### src/rtl/seq_pkg.sv
package seq_pkg;
  // Opcodes with dedicated sequences; everything else, including the
  // store-immediate pattern $89, falls into the two-cycle default path.
  localparam logic [7:0] OPC_LD_IMM = 8'hA9;
  localparam logic [7:0] OPC_LD_ZP  = 8'hA5;
  localparam logic [7:0] OPC_ST_ZP  = 8'h85;
  localparam logic [7:0] OPC_LD_IND = 8'hB1;

  typedef enum logic [2:0] {
    ST_FETCH, ST_OPND, ST_ZPRD, ST_ZPWR, ST_PLO, ST_PHI, ST_IDX, ST_FIX
  } seqState_t;

  typedef enum logic [2:0] {
    AS_PC,   // program counter
    AS_ZP,   // {00, operand}
    AS_ZP1,  // {00, operand+1}
    AS_IDX,  // {pointer high, pointer low + Y}
    AS_FIX   // {pointer high + 1, latched low sum}
  } addrSel_t;

  typedef struct packed {
    addrSel_t addrSel;
    logic     pcInc;
    logic     latchOpnd;
    logic     latchLo;
    logic     latchHi;
    logic     loadA;
    logic     write;
  } strobe_t;
endpackage

### src/rtl/seq_ctrl.sv
module seq_ctrl
  import seq_pkg::*;
#(
  parameter int DATA_W = 8
) (
  input  logic              clk,
  input  logic              rstN,
  input  logic [DATA_W-1:0] rData,
  input  logic              idxCarry,
  output strobe_t           strobe,
  output logic              sync
);
  seqState_t state, nextState;
  logic [DATA_W-1:0] opcode;

  always_ff @(posedge clk or negedge rstN) begin
    if (!rstN) begin
      state  <= ST_FETCH;
      opcode <= '0;
    end else begin
      state <= nextState;
      if (state == ST_FETCH) opcode <= rData;
    end
  end

  always_comb begin
    strobe         = '0;
    strobe.addrSel = AS_PC;
    nextState      = ST_FETCH;
    unique case (state)
      ST_FETCH: begin
        strobe.pcInc = 1'b1;
        nextState    = ST_OPND;
      end
      ST_OPND: begin
        // always a read at PC; meaning of the byte is decided as it arrives
        strobe.pcInc     = 1'b1;
        strobe.latchOpnd = 1'b1;
        case (opcode)
          OPC_LD_IMM: strobe.loadA = 1'b1;
          OPC_LD_ZP:  nextState = ST_ZPRD;
          OPC_ST_ZP:  nextState = ST_ZPWR;
          OPC_LD_IND: nextState = ST_PLO;
          default:    nextState = ST_FETCH;
        endcase
      end
      ST_ZPRD: begin
        strobe.addrSel = AS_ZP;
        strobe.loadA   = 1'b1;
      end
      ST_ZPWR: begin
        strobe.addrSel = AS_ZP;
        strobe.write   = 1'b1;
      end
      ST_PLO: begin
        strobe.addrSel = AS_ZP;
        strobe.latchLo = 1'b1;
        nextState      = ST_PHI;
      end
      ST_PHI: begin
        strobe.addrSel = AS_ZP1;
        strobe.latchHi = 1'b1;
        nextState      = ST_IDX;
      end
      ST_IDX: begin
        strobe.addrSel = AS_IDX;
        if (idxCarry) nextState = ST_FIX;
        else          strobe.loadA = 1'b1;
      end
      ST_FIX: begin
        strobe.addrSel = AS_FIX;
        strobe.loadA   = 1'b1;
      end
      default: nextState = ST_FETCH;
    endcase
  end

  assign sync = (state == ST_FETCH);

  // a fix-up cycle is only entered straight out of an indexed read
  AST_FIX_AFTER_IDX: assert property (@(posedge clk) disable iff (!rstN)
    (state == ST_FIX) |-> ($past(state) == ST_IDX && $past(idxCarry)));
endmodule

### src/rtl/seq_dpath.sv
module seq_dpath
  import seq_pkg::*;
#(
  parameter int DATA_W = 8
) (
  input  logic                clk,
  input  logic                rstN,
  input  strobe_t             strobe,
  input  logic [DATA_W-1:0]   rData,
  input  logic                yLoad,
  input  logic [DATA_W-1:0]   yIn,
  output logic [2*DATA_W-1:0] addr,
  output logic [DATA_W-1:0]   wData,
  output logic                wEn,
  output logic                idxCarry,
  output logic [DATA_W-1:0]   accOut,
  output logic                flagN,
  output logic                flagZ
);
  localparam int ADDR_W = 2 * DATA_W;

  logic [ADDR_W-1:0] pc;
  logic [DATA_W-1:0] opnd, ptrLo, ptrHi, fixLo, accReg, yReg;
  logic              nFlag, zFlag;
  logic [DATA_W:0]   idxSum;

  assign idxSum   = {1'b0, ptrLo} + {1'b0, yReg};
  assign idxCarry = idxSum[DATA_W];

  always_comb begin
    unique case (strobe.addrSel)
      AS_ZP:   addr = {{DATA_W{1'b0}}, opnd};
      AS_ZP1:  addr = {{DATA_W{1'b0}}, opnd + DATA_W'(1)};
      AS_IDX:  addr = {ptrHi, idxSum[DATA_W-1:0]};
      AS_FIX:  addr = {ptrHi + DATA_W'(1), fixLo};
      default: addr = pc;
    endcase
  end

  always_ff @(posedge clk or negedge rstN) begin
    if (!rstN) begin
      pc     <= '0;
      opnd   <= '0;
      ptrLo  <= '0;
      ptrHi  <= '0;
      fixLo  <= '0;
      accReg <= '0;
      yReg   <= '0;
      nFlag  <= 1'b0;
      zFlag  <= 1'b0;
    end else begin
      if (strobe.pcInc)     pc    <= pc + ADDR_W'(1);
      if (strobe.latchOpnd) opnd  <= rData;
      if (strobe.latchLo)   ptrLo <= rData;
      if (strobe.latchHi)   ptrHi <= rData;
      if (strobe.addrSel == AS_IDX) fixLo <= idxSum[DATA_W-1:0];
      if (yLoad) yReg <= yIn;
      if (strobe.loadA) begin
        accReg <= rData;
        nFlag  <= rData[DATA_W-1];
        zFlag  <= (rData == '0);
      end
    end
  end

  assign wData  = accReg;
  assign wEn    = strobe.write;
  assign accOut = accReg;
  assign flagN  = nFlag;
  assign flagZ  = zFlag;

  // corrected read keeps the low byte and bumps only the high byte
  AST_FIX_PAGE_STEP: assert property (@(posedge clk) disable iff (!rstN)
    (strobe.addrSel == AS_FIX) |->
      (addr[ADDR_W-1:DATA_W] == $past(addr[ADDR_W-1:DATA_W]) + DATA_W'(1)
       && addr[DATA_W-1:0] == $past(addr[DATA_W-1:0])));
  // a store never disturbs the accumulator
  AST_STORE_KEEPS_ACC: assert property (@(posedge clk) disable iff (!rstN)
    wEn |=> $stable(accOut));
endmodule

### src/rtl/bus_cycle_seq.sv
module bus_cycle_seq
  import seq_pkg::*;
#(
  parameter int DATA_W = 8,
  localparam int ADDR_W = 2 * DATA_W
) (
  input  logic              clk,
  input  logic              rstN,
  input  logic [DATA_W-1:0] rData,
  output logic [ADDR_W-1:0] addr,
  output logic [DATA_W-1:0] wData,
  output logic              wEn,
  output logic              sync,
  input  logic              yLoad,
  input  logic [DATA_W-1:0] yIn,
  output logic [DATA_W-1:0] accOut,
  output logic              flagN,
  output logic              flagZ
);
  strobe_t strobe;
  logic    idxCarry;

  seq_ctrl #(.DATA_W(DATA_W)) uCtrl (
    .clk(clk), .rstN(rstN), .rData(rData), .idxCarry(idxCarry),
    .strobe(strobe), .sync(sync)
  );

  seq_dpath #(.DATA_W(DATA_W)) uDpath (
    .clk(clk), .rstN(rstN), .strobe(strobe), .rData(rData),
    .yLoad(yLoad), .yIn(yIn), .addr(addr), .wData(wData), .wEn(wEn),
    .idxCarry(idxCarry), .accOut(accOut), .flagN(flagN), .flagZ(flagZ)
  );

  AST_WRITE_THEN_FETCH: assert property (@(posedge clk) disable iff (!rstN)
    wEn |=> sync);
  AST_WRITE_IN_PAGE0: assert property (@(posedge clk) disable iff (!rstN)
    wEn |-> (addr[ADDR_W-1:DATA_W] == '0 && !sync));
  AST_SECOND_BYTE_AT_PC: assert property (@(posedge clk) disable iff (!rstN)
    sync |=> (!wEn && !sync && addr == $past(addr) + ADDR_W'(1)));
  AST_STIMM_INERT: assert property (@(posedge clk) disable iff (!rstN)
    (sync && rData == 8'h89) |=> !wEn ##1
      (sync && $stable(accOut) && $stable(flagN) && $stable(flagZ)));
endmodule

### config.mk
export PLATFORM = sky130hd
export DESIGN_NAME = bus_cycle_seq
export DESIGN_NICKNAME = d
export VERILOG_FILES = /design/src/rtl/seq_pkg.sv /design/src/rtl/seq_ctrl.sv /design/src/rtl/seq_dpath.sv /design/src/rtl/bus_cycle_seq.sv
export SDC_FILE = /design/constraint.sdc
export NUM_CORES = 1
export LEC_CHECK = 0
export BUFFER_PORTS_ARGS = -buffer_cell sky130_fd_sc_hd__buf_2
export CORE_ASPECT_RATIO = 0.9
export CORE_UTILIZATION = 58
export DETAILED_ROUTE_END_ITERATION = 10
export PLACE_DENSITY_LB_ADDON = 0.12
export SETUP_SLACK_MARGIN = 0.1
export SYNTH_ARGS = -nofsm -noshare
export SYNTH_HDL_FRONTEND = slang
export SYNTH_SLANG_ARGS = --single-unit
### constraint.sdc
create_clock -name clk -period 3.47 [get_ports clk]
set_clock_uncertainty 0.1 [all_clocks]
set_input_delay 0.347 -clock clk [delete_from_list [all_inputs] [get_ports clk]]
set_output_delay 0.347 -clock clk [all_outputs]
set_load 0.03 [all_outputs]
Word-level counts from Yosys, hierarchy flattened
Index checks and enable logic that the tools add are counted.
{"block": "op_classes", "add_sub_neg": 4, "n_eq_ne": 15, "mux": 13, "reduce_logical": 5}
{"operator": "16-bit case mux with 4 select lines", "n": 1}
{"operator": "8-bit == test (second input constant)", "n": 4}
{"operator": "16-bit by 1-bit adder with 16-bit output (second input constant)", "n": 1}
{"operator": "8-bit by 1-bit adder with 8-bit output (second input constant)", "n": 2}
{"operator": "3-bit == test (second input constant)", "n": 5}
{"operator": "3-bit case mux with 5 select lines", "n": 1}
{"operator": "3-bit by 2-bit == test with 1-bit output (second input constant)", "n": 4}
{"operator": "3-bit case mux with 4 select lines", "n": 1}
{"operator": "8-bit by 8-bit adder with 9-bit output", "n": 1}
{"operator": "3-bit case mux with 3 select lines", "n": 1}
{"operator": "8-bit logical NOT", "n": 1}
{"operator": "1-bit two-way mux", "n": 7}
{"operator": "3-bit by 1-bit == test with 1-bit output (second input constant)", "n": 2}
{"operator": "2-bit OR reduction", "n": 2}
{"operator": "3-bit logical NOT", "n": 1}
{"operator": "3-bit two-way mux", "n": 1}
{"operator": "1-bit case mux with 3 select lines", "n": 1}
{"operator": "3-bit OR reduction", "n": 1}
{"block": "word_totals", "register_bits": 77, "inputBits": 19, "output_inout_bits": 36, "elab_cells": 48}

Logic depth before layout (Yosys ltp)
Gate-level depths: netlist (run 1).
{"block": "logic_depth", "word_depth": 5, "mapped_depth": 7}

Hierarchy
A second synthesis (run 1) with hierarchy kept.
{"block": "hier_totals", "cells_unflattened": 416, "hier_area_um2": 4408.0}
{"module": "seq_dpath", "n_inst": 1, "cells_per_inst": 364, "area_each_um2": 3832.4, "seq_area_each_um2": 1626.6}
{"module": "seq_ctrl", "n_inst": 1, "cells_per_inst": 52, "area_each_um2": 575.6, "seq_area_each_um2": 275.3}

Least setup slack after synthesis (run 1)
No wires, ideal clock.
{"block": "synth_timing", "kind": "flip-flop to output port", "startpoint": "register uDpath.yReg[0]", "endpoint": "output port addr[4]", "arrival_ps": 2144, "required_time_ps": 3023, "path_slack_ps": 879, "stages_incl_launch_ff": 8, "cell_sequence": "dfrtp_1 -> ha_1 -> fa_1 -> a21o_2 -> a21oi_1 -> xnor2_1 -> nand2_1 -> a31oi_1"}
{"block": "synth_via", "elab_chain_cells": 2}
{"element": "from (decl)", "line_no": "seq_dpath.sv:23", "source": "logic [DATA_W-1:0] opnd, ptrLo, ptrHi, fixLo, accReg, yReg;"}
{"element": "from (signal assigned)", "line_no": "seq_dpath.sv:57", "source": "if (yLoad) yReg <= yIn;"}
{"element": "8-bit by 8-bit adder with 9-bit output", "line_no": "seq_dpath.sv:27", "source": "assign idxSum = {1'b0, ptrLo} + {1'b0, yReg};"}
{"element": "16-bit case mux with 4 select lines", "line_no": "seq_dpath.sv:31", "source": "unique case (strobe.addrSel)"}
{"element": "to (decl)", "line_no": "bus_cycle_seq.sv:10", "source": "output logic [ADDR_W-1:0] addr,"}
Every way passes these cells.

Final worst setup path (run 1)
{"block": "layout_timing", "startpoint": "register uCtrl.state[1]", "endpoint": "output port addr[6]"}
{"block": "layout_via", "elab_chain_cells": 5, "elab_cells_between_ends": 13, "classes_between": "eq/ne: 10; mux: 2; reduce/logical: 1"}
{"element": "from (decl)", "line_no": "seq_ctrl.sv:13", "source": "seqState_t state, nextState;"}
{"element": "from (signal assigned)", "line_no": "seq_ctrl.sv:21", "source": "state <= nextState;"}
{"element": "3-bit by 2-bit == test with 1-bit output or 3-bit == test (tied branches)", "line_no": "seq_ctrl.sv:30", "source": "unique case (state)"}
{"element": "3-bit OR reduction (no line)"}
{"element": "3-bit case mux with 4 select lines *", "line_no": "seq_ctrl.sv:30"}
{"element": "3-bit == test, or another cell as far along", "line_no": "seq_dpath.sv:31"}
{"element": "16-bit case mux with 4 select lines *", "line_no": "seq_dpath.sv:31"}
Every way passes the cells marked *; elsewhere a longest branch is shown, timed or not.

==> metrics.md, run 1 <==
| Metric | Value |
|---|---|
| Leak | 2.14 nW |
| Chip height | 81.4 um |
| Unrepaired setup endpoints after global routing | false |
| Register area share after synthesis | 0.468 |
| Setup Buffers After CTS | 0 |
| EDFF count, synth | 0 |
| # port buffers | 54 |
| CTS tree | built |
| VDD IR max | about 0.5 mV |
| CTS clk-pin slew, worst paths | 0.08 ns |
| Grt ovf | 0 |
| Final Cell Area | 4570 um^2 |
| # diodes | 0 |
| DP HPWL | 6030 um |
| Total power | 4.06 mW |
| CTS max path bufs | 2 |
| Hold Path Class | in2async |
| DRT Pass-1 Iters | 4 |
| Outcome | finished, final reports clean |
| CP max FO | 21 |
| Share of cells above drive strength 1 | 0.270 |
| Top Ports | 55 |
| Total clock sinks | 76 |
| Non-Filler Instances | about 540 |
| Fill count | between 500 and 600 |
| WS Path Type | reg2out |
| Vias | 3057 |
| Worst-margin pin slew | 0.958 ns |
| Area after DPL | 4340 um^2 |
| Total CTS buffers | 9 |
| #FFs+latches synth | 76 |
| Area grow syn2layout | 12.5% |
| Critical path required time | 3.02 ns |
| Placed Cells | 522 |
| Post-route clock period utilization | 0.912 |
| Vias/cell | around 5.7 |
| ANT nets after route | 0 |
| Power Density | 889 nW/um^2 |
| Fin Hold WS | between 0.02 and 0.025 ns |
| Gate Count Post-Synth | 400 |
| Largest net degree at the start of global routing | slightly below 80 |
| Minimum clock period | roughly 3.2 ns |
| Crit path launch type | register |
| Routed length per instance | around 16 um |
| Final setup fails | 0 |
| Initial Util | 0.610 |
| Routed WL | 8650 um |
| Tot GR Track Use | 0.253 |
| Core Region | 6660 um^2 |
| Fin Setup TNS | 0 ns |
| CP arrival | around 2.7 ns |
| CTS H-tree lvls | 3 |
| First-pass GRT wire length | 14300 um |
| Endpoints failing hold | 0 |
| Max-cap check violation count | 0 |
| Yosys warnings | 0 |
| Post-synth cell types | 52 |
| Syn Nets | approximately 430 |
| Nature of the critical path endpoint | output pin |
| Total die area | 7340 um^2 |
| Hold Buf Count CTS | 0 |
| Primary FF master, synth | dfrtp_1 |
| Vias in the first global route | 2856 |
| Worst skew pair latency | approximately 0.35 ns |
| Final Wtd Congestion | approximately 0.86 |
| DRT iter0 DRCs | 196 |
| Cts repair resizes | 0 |
| Asr flop ratio synth | 1.00 |
| Slew Limit Headroom | 0.361 |
| Initial antenna violation count | 0 |
| DRC Markers | 0 |
| Fin. max-slew vios | 0 |
| Mapped Avg Cell Area | 10.2 um^2 |
| DIE WIDTH | 90.2 um |
| CTS Root Cell | clkbuf_8 |
| Max Freq | roughly 320 MHz |
| Std cell rows | 28 |
| Synthesized area | a little over 4000 um^2 |
| NumNets Final | approximately 470 |
==> cells in the mapped netlist, types with 3 or more instances <==
cell,n,area (um^2)
a21oi_1,13,65.1
a31oi_1,5,31.3
and3_1,9,56.3
buf_1,4,15.0
buf_2,4,20.0
buf_4,9,67.6
clkbuf_1,10,37.5
dfrtp_1,76,1900
ha_1,11,138
inv_1,6,22.5
mux2_2,38,428
mux2i_1,4,40.0
nand2_1,78,293
nand3_1,12,60.1
nand4_1,10,62.6
nor2_1,13,48.8
nor2b_1,3,18.8
nor3_1,3,15.0
nor4_1,3,18.8
o21ai_0,22,110
xnor2_1,19,166
xor2_1,11,96.3
==> through the flow <==
step	worst slack [ns]	utilization
final	0.305	0.686
after global routing	0.160	0.686
after CTS	0.302	0.686
after detailed placement	0.673	0.653
after global placement	0.725	0.653
after floorplan	0.879	-
==> routing by layer <==
| layer | wire length [um] | global-route usage | share of wire |
|---|---|---|---|
| met5 | 0 | 0 | 0 |
| met3 | 374 | 0.0627 | 0.043 |
| met4 | 111 | 0.0726 | 0.013 |
| met1 | 4160 | 0.347 | 0.48 |
| met2 | 4000 | 0.404 | 0.46 |
==> worst paths after layout <==
kind / slack [ns] / end / cells after the start / startpoint
worst min-delay path: 0.02 / uDpath.pc[0] / 1 / rstN
worst min register to register: 0.38 / uDpath.fixLo[1] / 2 / uDpath.fixLo[1]
worst max-delay path: 0.30 / addr[6] / 6 / uCtrl.state[1]
min in group clk: 0.12 / uDpath.yReg[0] / 2 / yIn[0]
worst max register to register: 0.63 / uDpath.accOut[6] / 4 / uCtrl.state[1]
max in group asynchronous: 2.62 / uDpath.accOut[7] / 1 / rstN
==> cells by family after synthesis <==
logic type                 Yosys count  share of synthesized area
adders and majority gates           12                     0.0388
buffers and inverters               33                     0.0400
DFF                                 76                      0.468
and+or+nand+nor                    145                      0.166
muxes                               44                      0.126
xor gates and xnor gates            30                     0.0647
AOI/OAI and AO/OA                   60                     0.0958
==> registers in the layout (all words and copies together), names as in the netlist <==
name,cells
uDpath.yReg,8
uDpath.ptrLo,8
uDpath.pc,16
uDpath.flagZ,1
uDpath.ptrHi,8
uCtrl.opcode,8
uDpath.accOut,8
uDpath.fixLo,8
uDpath.opnd,8
uCtrl.state,3
==> critical path, cell delays in order, from the launching register on <==
cell and delay [ns]:
dfrtp_1 0.78, nand2_1 0.40, or2_2 0.53, nor2_1 0.12, mux2i_1 0.11, a21bo_2 0.22, buf_2 0.19
==> final cells by class <==
cell class                      count  area (um^2)  share of cell area
Multi-Input combinational cell    291         2000               0.437
Sequential cell                    76         1900               0.416
Timing Repair Buffer               59          310              0.0679
Clock buffer                       11          141              0.0309
Tap cell                           90          113              0.0246
Clock inverter                      5         83.8              0.0183
Inverter                            6         22.5             0.00493
==> where the power goes <==
| group | switching [mW] | internal [mW] | leakage, nW |
|---|---|---|---|
| Sequential | 0.324 | 1.19 | 0.950 |
| Combinational | 1.04 | 0.749 | 1.09 |
| Clock | 0.333 | 0.427 | 0.106 |
| Total | 1.69 | 2.37 | 2.14 |
==> placed cells by master, fill, tap and decap left out, drive strengths merged, types with 12 or more instances in the layout <==
| cell | n |
|---|---|
| o21ai | 22 |
| buf | 59 |
| xnor2 | 19 |
| nor2 | 14 |
| dfrtp | 76 |
| nand3 | 12 |
| nand2 | 78 |
| a21oi | 13 |
| mux2 | 38 |
(Power assumes the default switching activity.)
==> run 2: changes to the inputs <==
Settings changed: CORE_ASPECT_RATIO 0.9 to 0.6.
==> run 2 against run 1 <==
  * Fmax up 2.4%
  * Critical path type unchanged
  * Non-clock buffer count up 1
  * First-iteration DRC count up 15%
  * Sequential share of layout area down 0.91 points
  * Sequential cell count unchanged
  * Largest power group unchanged
  * Cell area up 2.2%
  * Global-route usage up 4.0 points
  * Register-to-register slack better by 0.06 ns
  * Die area up 0.15%
  * Clock power up 33%
  * Hold slack better by 0.024 ns
  * Highest routed layer unchanged
  * Sequential power about the same
==> metrics.md, run 2 (same netlist as run 1, synthesis figures left out) <==
| Metric | Value |
|---|---|
| Outcome | finished, final reports clean |
| Leak | 2.20 nW (+2.6%) |
| Minimum clock period | 3.09 ns (-0.0743 ns) |
| CP max FO | 3 (-86%) |
| WS Path Type | reg2out |
| Grt ovf | 0 (unchanged) |
| Critical path required time | 3.02 ns (about the same) |
| Vias/cell | 5.92 (+4.1%) |
| Max-cap check violation count | 0 (unchanged) |
| Chip height | 66.8 um (-18%) |
| Worst-margin pin slew | 0.960 ns (+0.00173 ns) |
| Core Region | 6730 um^2 (+1.2%) |
| Non-Filler Instances | 536 (-0.37%) |
| CTS clk-pin slew, worst paths | 0.06 ns (-0.02 ns) |
| Reg2reg end | uDpath.accOut[7] |
| DIE WIDTH | 110 um (+22%) |
| Most flops, register | uDpath.pc |
| Hold Buf Count CTS | 0 (unchanged) |
| Tot GR Track Use | 0.293 (+0.0396) |
| Area grow syn2layout | 15.0% |
| Total power | 4.36 mW (+7.4%) |
| Largest net degree at the start of global routing | 77 (unchanged) |
| Vias in the first global route | 2974 (+4.1%) |
| # port buffers | 54 (unchanged) |
| Power Density | 933 nW/um^2 (+5.0%) |
| DRT iter0 DRCs | 226 (+15%) |
| Setup Buffers After CTS | 0 (unchanged) |
| Share of cells above drive strength 1 | 0.274 (+0.00385) |
| Total CTS buffers | 9 (unchanged) |
| Hold Path Class | in2async |
| DRT Pass-1 Iters | 4 (unchanged) |
| Top Ports | 55 (unchanged) |
| Unrepaired setup endpoints after global routing | false |
| Std cell rows | 23 (-18%) |
| Final Wtd Congestion | 0.909 (+5.5%) |
| NumNets Final | 475 (+0.21%) |
| Most common cell after layout, fill and taps aside | nand2_1 |
| Routed length per instance | 17.6 um (+9.7%) |
| Max FFs per register | 16 (unchanged) |
| Fin. max-slew vios | 0 (unchanged) |
| Post-route clock period utilization | 0.891 (-0.0214) |
| Commonest cells after routing, fill and taps aside | 78 x nand2_1, 76 x dfrtp_1, 53 x buf_2, 38 x mux2_2, 22 x o21ai_0 |
| R2r startpoint | uDpath.yReg[0] |
| Total die area | 7350 um^2 (+0.15%) |
| Vias | 3172 (+3.8%) |
| Initial antenna violation count | 0 (unchanged) |
| Max Freq | 324 MHz (+2.4%) |
| ANT nets after route | 0 (unchanged) |
| Routed WL | 9460 um (+9.3%) |
| Total clock sinks | 76 (unchanged) |
| CTS H-tree lvls | 3 (unchanged) |
| Cts repair resizes | 0 (unchanged) |
| CTS max path bufs | 2 (unchanged) |
| VDD IR max | 0.720 mV (+43%) |
| Fill count | 520 (-5.3%) |
| DRC Markers | 0 (unchanged) |
| DP HPWL | 6620 um (+9.9%) |
| CTS tree | built |
| Fin Setup TNS | 0 ns (unchanged) |
| Endpoints failing hold | 0 (unchanged) |
| Crit path launch type | register |
| Post-layout util | 0.694 (+0.00733) |
| # diodes | 0 (unchanged) |
| CP arrival | 2.64 ns (-0.08 ns) |
| Nature of the critical path endpoint | output pin |
| First-pass GRT wire length | 15500 um (+9.0%) |
| Reg2reg setup slack | 0.69 ns (+0.06 ns) |
| FF-to-FF path depth | 7 (+3) |
| Slew Limit Headroom | 0.360 (-0.00115) |
| Final setup fails | 0 (unchanged) |
| Initial Util | 0.603 (-0.00703) |
| Worst skew pair latency | 0.34 ns (about the same) |
| CTS Root Cell | clkbuf_16 |
| Fin Hold WS | 0.0477 ns (+0.0238 ns) |
| Placed Cells | 520 (-0.38%) |
==> run 2: changes by cell type in the layout (fill, tap and decap cells not counted) <==
cell and change:
clkbuf_16 +9, clkbuf_8 -10, clkinvlp_4 -1, clkinv_4 +2, clkinv_2 +1, buf_4 +1, clkbuf_1 -1
==> run 2: power breakdown <==
part / switching [mW] / total (mW) / internal (mW)
logic: 1.08 / 1.83 / 0.751
registers: 0.327 / 1.52 / 1.19
clock network: 0.377 / 1.01 / 0.633
==> run 2: critical path, stage by stage, from the launching register on <==
cell and delay, ns:
dfrtp_1 0.38, ha_1 0.22, fa_1 0.43, a211oi_2 0.26, o21bai_1 0.10, a21oi_1 0.20
mux2i_1 0.29, a21bo_2 0.25, buf_2 0.17
==> run 2: layout make-up <==
| cell class | instances | area (um^2) | area share |
|---|---|---|---|
| well taps | 87 | 109 | 0.0233 |
| flip-flops and latches | 76 | 1900 | 0.407 |
| clock inverters | 7 | 98.8 | 0.0212 |
| clock buffers | 9 | 225 | 0.0482 |
| inverters | 6 | 22.5 | 0.00482 |
| multi-input cells | 291 | 2000 | 0.427 |
| repair buffers | 60 | 318 | 0.0680 |
==> run 2: worst max path at each step <==
stage                             endpoint  slack [ns]            from
after floorplan                    addr[4]        0.88  uDpath.yReg[0]
after global placement    uDpath.accOut[0]        0.73  uDpath.yReg[0]
after detailed placement  uDpath.accOut[7]        0.70  uDpath.yReg[0]
after CTS                          addr[6]        0.38  uDpath.yReg[0]
after global routing               addr[6]        0.26  uDpath.yReg[0]
final                              addr[6]        0.38  uDpath.yReg[0]
==> run 2: stage by stage <==
step / worst slack [ns] / cell area [um^2]
5_1_grt: 0.265 / 4670
2_1_floorplan: 0.879 / 4060
6_report: 0.379 / 4670
3_3_place_gp: 0.730 / 4350
4_1_cts: 0.383 / 4670
3_5_place_dp: 0.696 / 4350
==> run 2: per-layer routing <==
| metal | wire length, um | GRT usage |
|---|---|---|
| met3 | 831 | 0.0812 |
| met4 | 106 | 0.0867 |
| met1 | 4620 | 0.443 |
| met5 | 0 | 0 |
| met2 | 3900 | 0.402 |
==> run 3: changes to the inputs <==
Settings changed: RECOVER_POWER set to 100.
==> run 3 against run 2 <==
  * The flow now finishes with violations (max-capacitance violations, max-slew violations)
  * Cell count did not move
  * Sequential share of layout area rose by 0.63 points
  * Sequential cell count did not move
  * Non-clock buffer count did not move
  * Largest cell class unchanged
  * Combinational power fell by 3%
  * Largest power group unchanged
  * First-iteration DRC count rose by 15%
  * Total power fell by 1.3%
  * Clock power barely moved
  * Via count rose by 0.69%
  * Critical path type unchanged
==> metrics.md, run 3 (same netlist as run 1, synthesis figures left out) <==
| Metric | Value |
|---|---|
| # diodes | 0 (unchanged) |
| Vias/cell | 5.96 (+0.69%) |
| Tot GR Track Use | 0.293 (unchanged) |
| Fin Hold WS | 0.142 ns (+0.0941 ns) |
| FF-to-FF path depth | 7 (unchanged) |
| CTS clk-pin slew, worst paths | 0.06 ns (about the same) |
| Hold Buf Count CTS | 0 (unchanged) |
| Setup WS post-layout | 0.228 ns (-0.151 ns) |
| Worst skew pair latency | 0.34 ns (about the same) |
| Initial Util | 0.603 (unchanged) |
| Worst-margin pin slew | 1.90 ns (+0.940 ns) |
| Total clock sinks | 76 (unchanged) |
| Minimum clock period | 3.24 ns (+0.151 ns) |
| WS Path Type | reg2out |
| Nature of the critical path endpoint | output pin |
| Largest net degree at the start of global routing | 77 (unchanged) |
| Total power | 4.30 mW (-1.3%) |
| Max Freq | 308 MHz (-4.7%) |
| Area grow syn2layout | 13.3% |
| Fin Setup TNS | 0 ns (unchanged) |
| Max FFs per register | 16 (unchanged) |
| Share of cells above drive strength 1 | 0.189 (-0.0846) |
| Endpoints failing hold | 0 (unchanged) |
| Vias | 3194 (+0.69%) |
| Outcome | finished with violations |
| Setup Buffers After CTS | 0 (unchanged) |
| Most flops, register | uDpath.pc |
| CTS max path bufs | 2 (unchanged) |
| CTS Root Cell | clkbuf_16 |
| ANT nets after route | 0 (unchanged) |
| Core Region | 6730 um^2 (unchanged) |
| Final Wtd Congestion | 0.909 (unchanged) |
| Most common cell after layout, fill and taps aside | nand2_1 |
| Vias in the first global route | 2974 (unchanged) |
| Crit path launch type | register |
| Post-layout util | 0.683 (-0.0106) |
| DIE WIDTH | 110 um (unchanged) |
| Commonest cells after routing, fill and taps aside | 78 x nand2_1, 76 x dfrtp_1, 38 x mux2_2, 36 x clkbuf_1, 22 x o21ai_0 |
| CP max FO | 3 (unchanged) |
| Chip height | 66.8 um (unchanged) |
| Failing checks | max-capacitance violations, max-slew violations |
| VDD IR max | 0.691 mV (-4.0%) |
| DRT Pass-1 Iters | 4 (unchanged) |
| Power Density | 935 nW/um^2 (+0.24%) |
| DP HPWL | 6620 um (unchanged) |
| CTS H-tree lvls | 3 (unchanged) |
| Place WS | 0.696 ns (unchanged) |
| Routed length per instance | 17.7 um (+0.36%) |
| CTS tree | built |
| Slew Limit Headroom | -0.267 (-0.627) |
| Std cell rows | 23 (unchanged) |
| CP arrival | 2.80 ns (+0.16 ns) |
| Total CTS buffers | 9 (unchanged) |
| Hold path depth | 2 |
| Routed WL | 9490 um (+0.36%) |
| First-pass GRT wire length | 15500 um (unchanged) |
| Top Ports | 55 (unchanged) |
| Hold Path Class | in2reg |
| Fin. max-slew vios | 77 (+77) |
| Unrepaired setup endpoints after global routing | false |
| NumNets Final | 475 (unchanged) |
| DRC Markers | 0 (unchanged) |
| Fill count | 540 (+3.8%) |
| Post-route clock period utilization | 0.934 (+0.0436) |
| DRT iter0 DRCs | 260 (+15%) |
| Initial antenna violation count | 0 (unchanged) |
| # port buffers | 54 (unchanged) |
| Cts repair resizes | 0 (unchanged) |
| Final setup fails | 0 (unchanged) |
| Total die area | 7350 um^2 (unchanged) |
| Leak | 2.06 nW (-6.1%) |
| Grt ovf | 0 (unchanged) |
| Max-cap check violation count | 1 (+1) |
| Critical path required time | 3.02 ns (about the same) |
[run 3: cell count changes in the layout (fill, tap and decap cells not counted), sizes merged]
cell,change
buf,-39
clkbuf,+39
[run 3: path summary, 6_finish.rpt]
path | slack (ns) | start | to
worst min-delay path | 0.14 | yIn[3] | uDpath.yReg[3]
worst min register to register | 0.38 | uDpath.fixLo[3] | uDpath.fixLo[3]
worst max register to register | 0.30 | uDpath.yReg[0] | uDpath.accOut[7]
max in group asynchronous | 1.71 | rstN | uDpath.pc[9]
worst max-delay path | 0.23 | uDpath.yReg[0] | addr[6]
min in group asynchronous | 0.43 | rstN | uDpath.yReg[2]
[run 3: layer usage]
metal,global-route usage,vias to the layer above,share of wire
met3,0.0812,10,0.084
met4,0.0867,0,0.010
met2,0.402,136,0.41
met1,0.443,1568,0.49
li1,-,1480,-
met5,0,-,0
[run 3: power breakdown]
group / internal [mW] / switching, mW
logic: 0.693 / 1.08
clock network: 0.633 / 0.377
registers: 1.19 / 0.329
total: 2.52 / 1.79
[run 3: stage by stage]
| stage | instances | cell area (um^2) |
|---|---|---|
| 3_5_place_dp | 520 | 4350 |
| 5_1_grt | 536 | 4600 |
| 6_report | 536 | 4600 |
| 3_3_place_gp | 520 | 4350 |
| 4_1_cts | 536 | 4670 |
| 2_1_floorplan | 400 | 4060 |
[run 3: final cells by class]
| cell class | instances | area (um^2) | area share |
|---|---|---|---|
| tap | 87 | 109 | 0.0237 |
| timing repair buffer | 60 | 263 | 0.0571 |
| clock inverter | 7 | 98.8 | 0.0215 |
| inverter | 6 | 22.5 | 0.00490 |
| multi-input combinational | 291 | 1980 | 0.431 |
| sequential | 76 | 1900 | 0.413 |
| clock buffer | 9 | 225 | 0.0490 |
[run 3: worst max-delay path, cell delays in order (launching register included)]
cell	delay (ns)
dfrtp_1	0.38
ha_1	0.22
fa_1	0.43
a211oi_1	0.39
o21bai_1	0.12
a21oi_1	0.21
mux2i_1	0.29
a21bo_2	0.25
buf_2	0.17
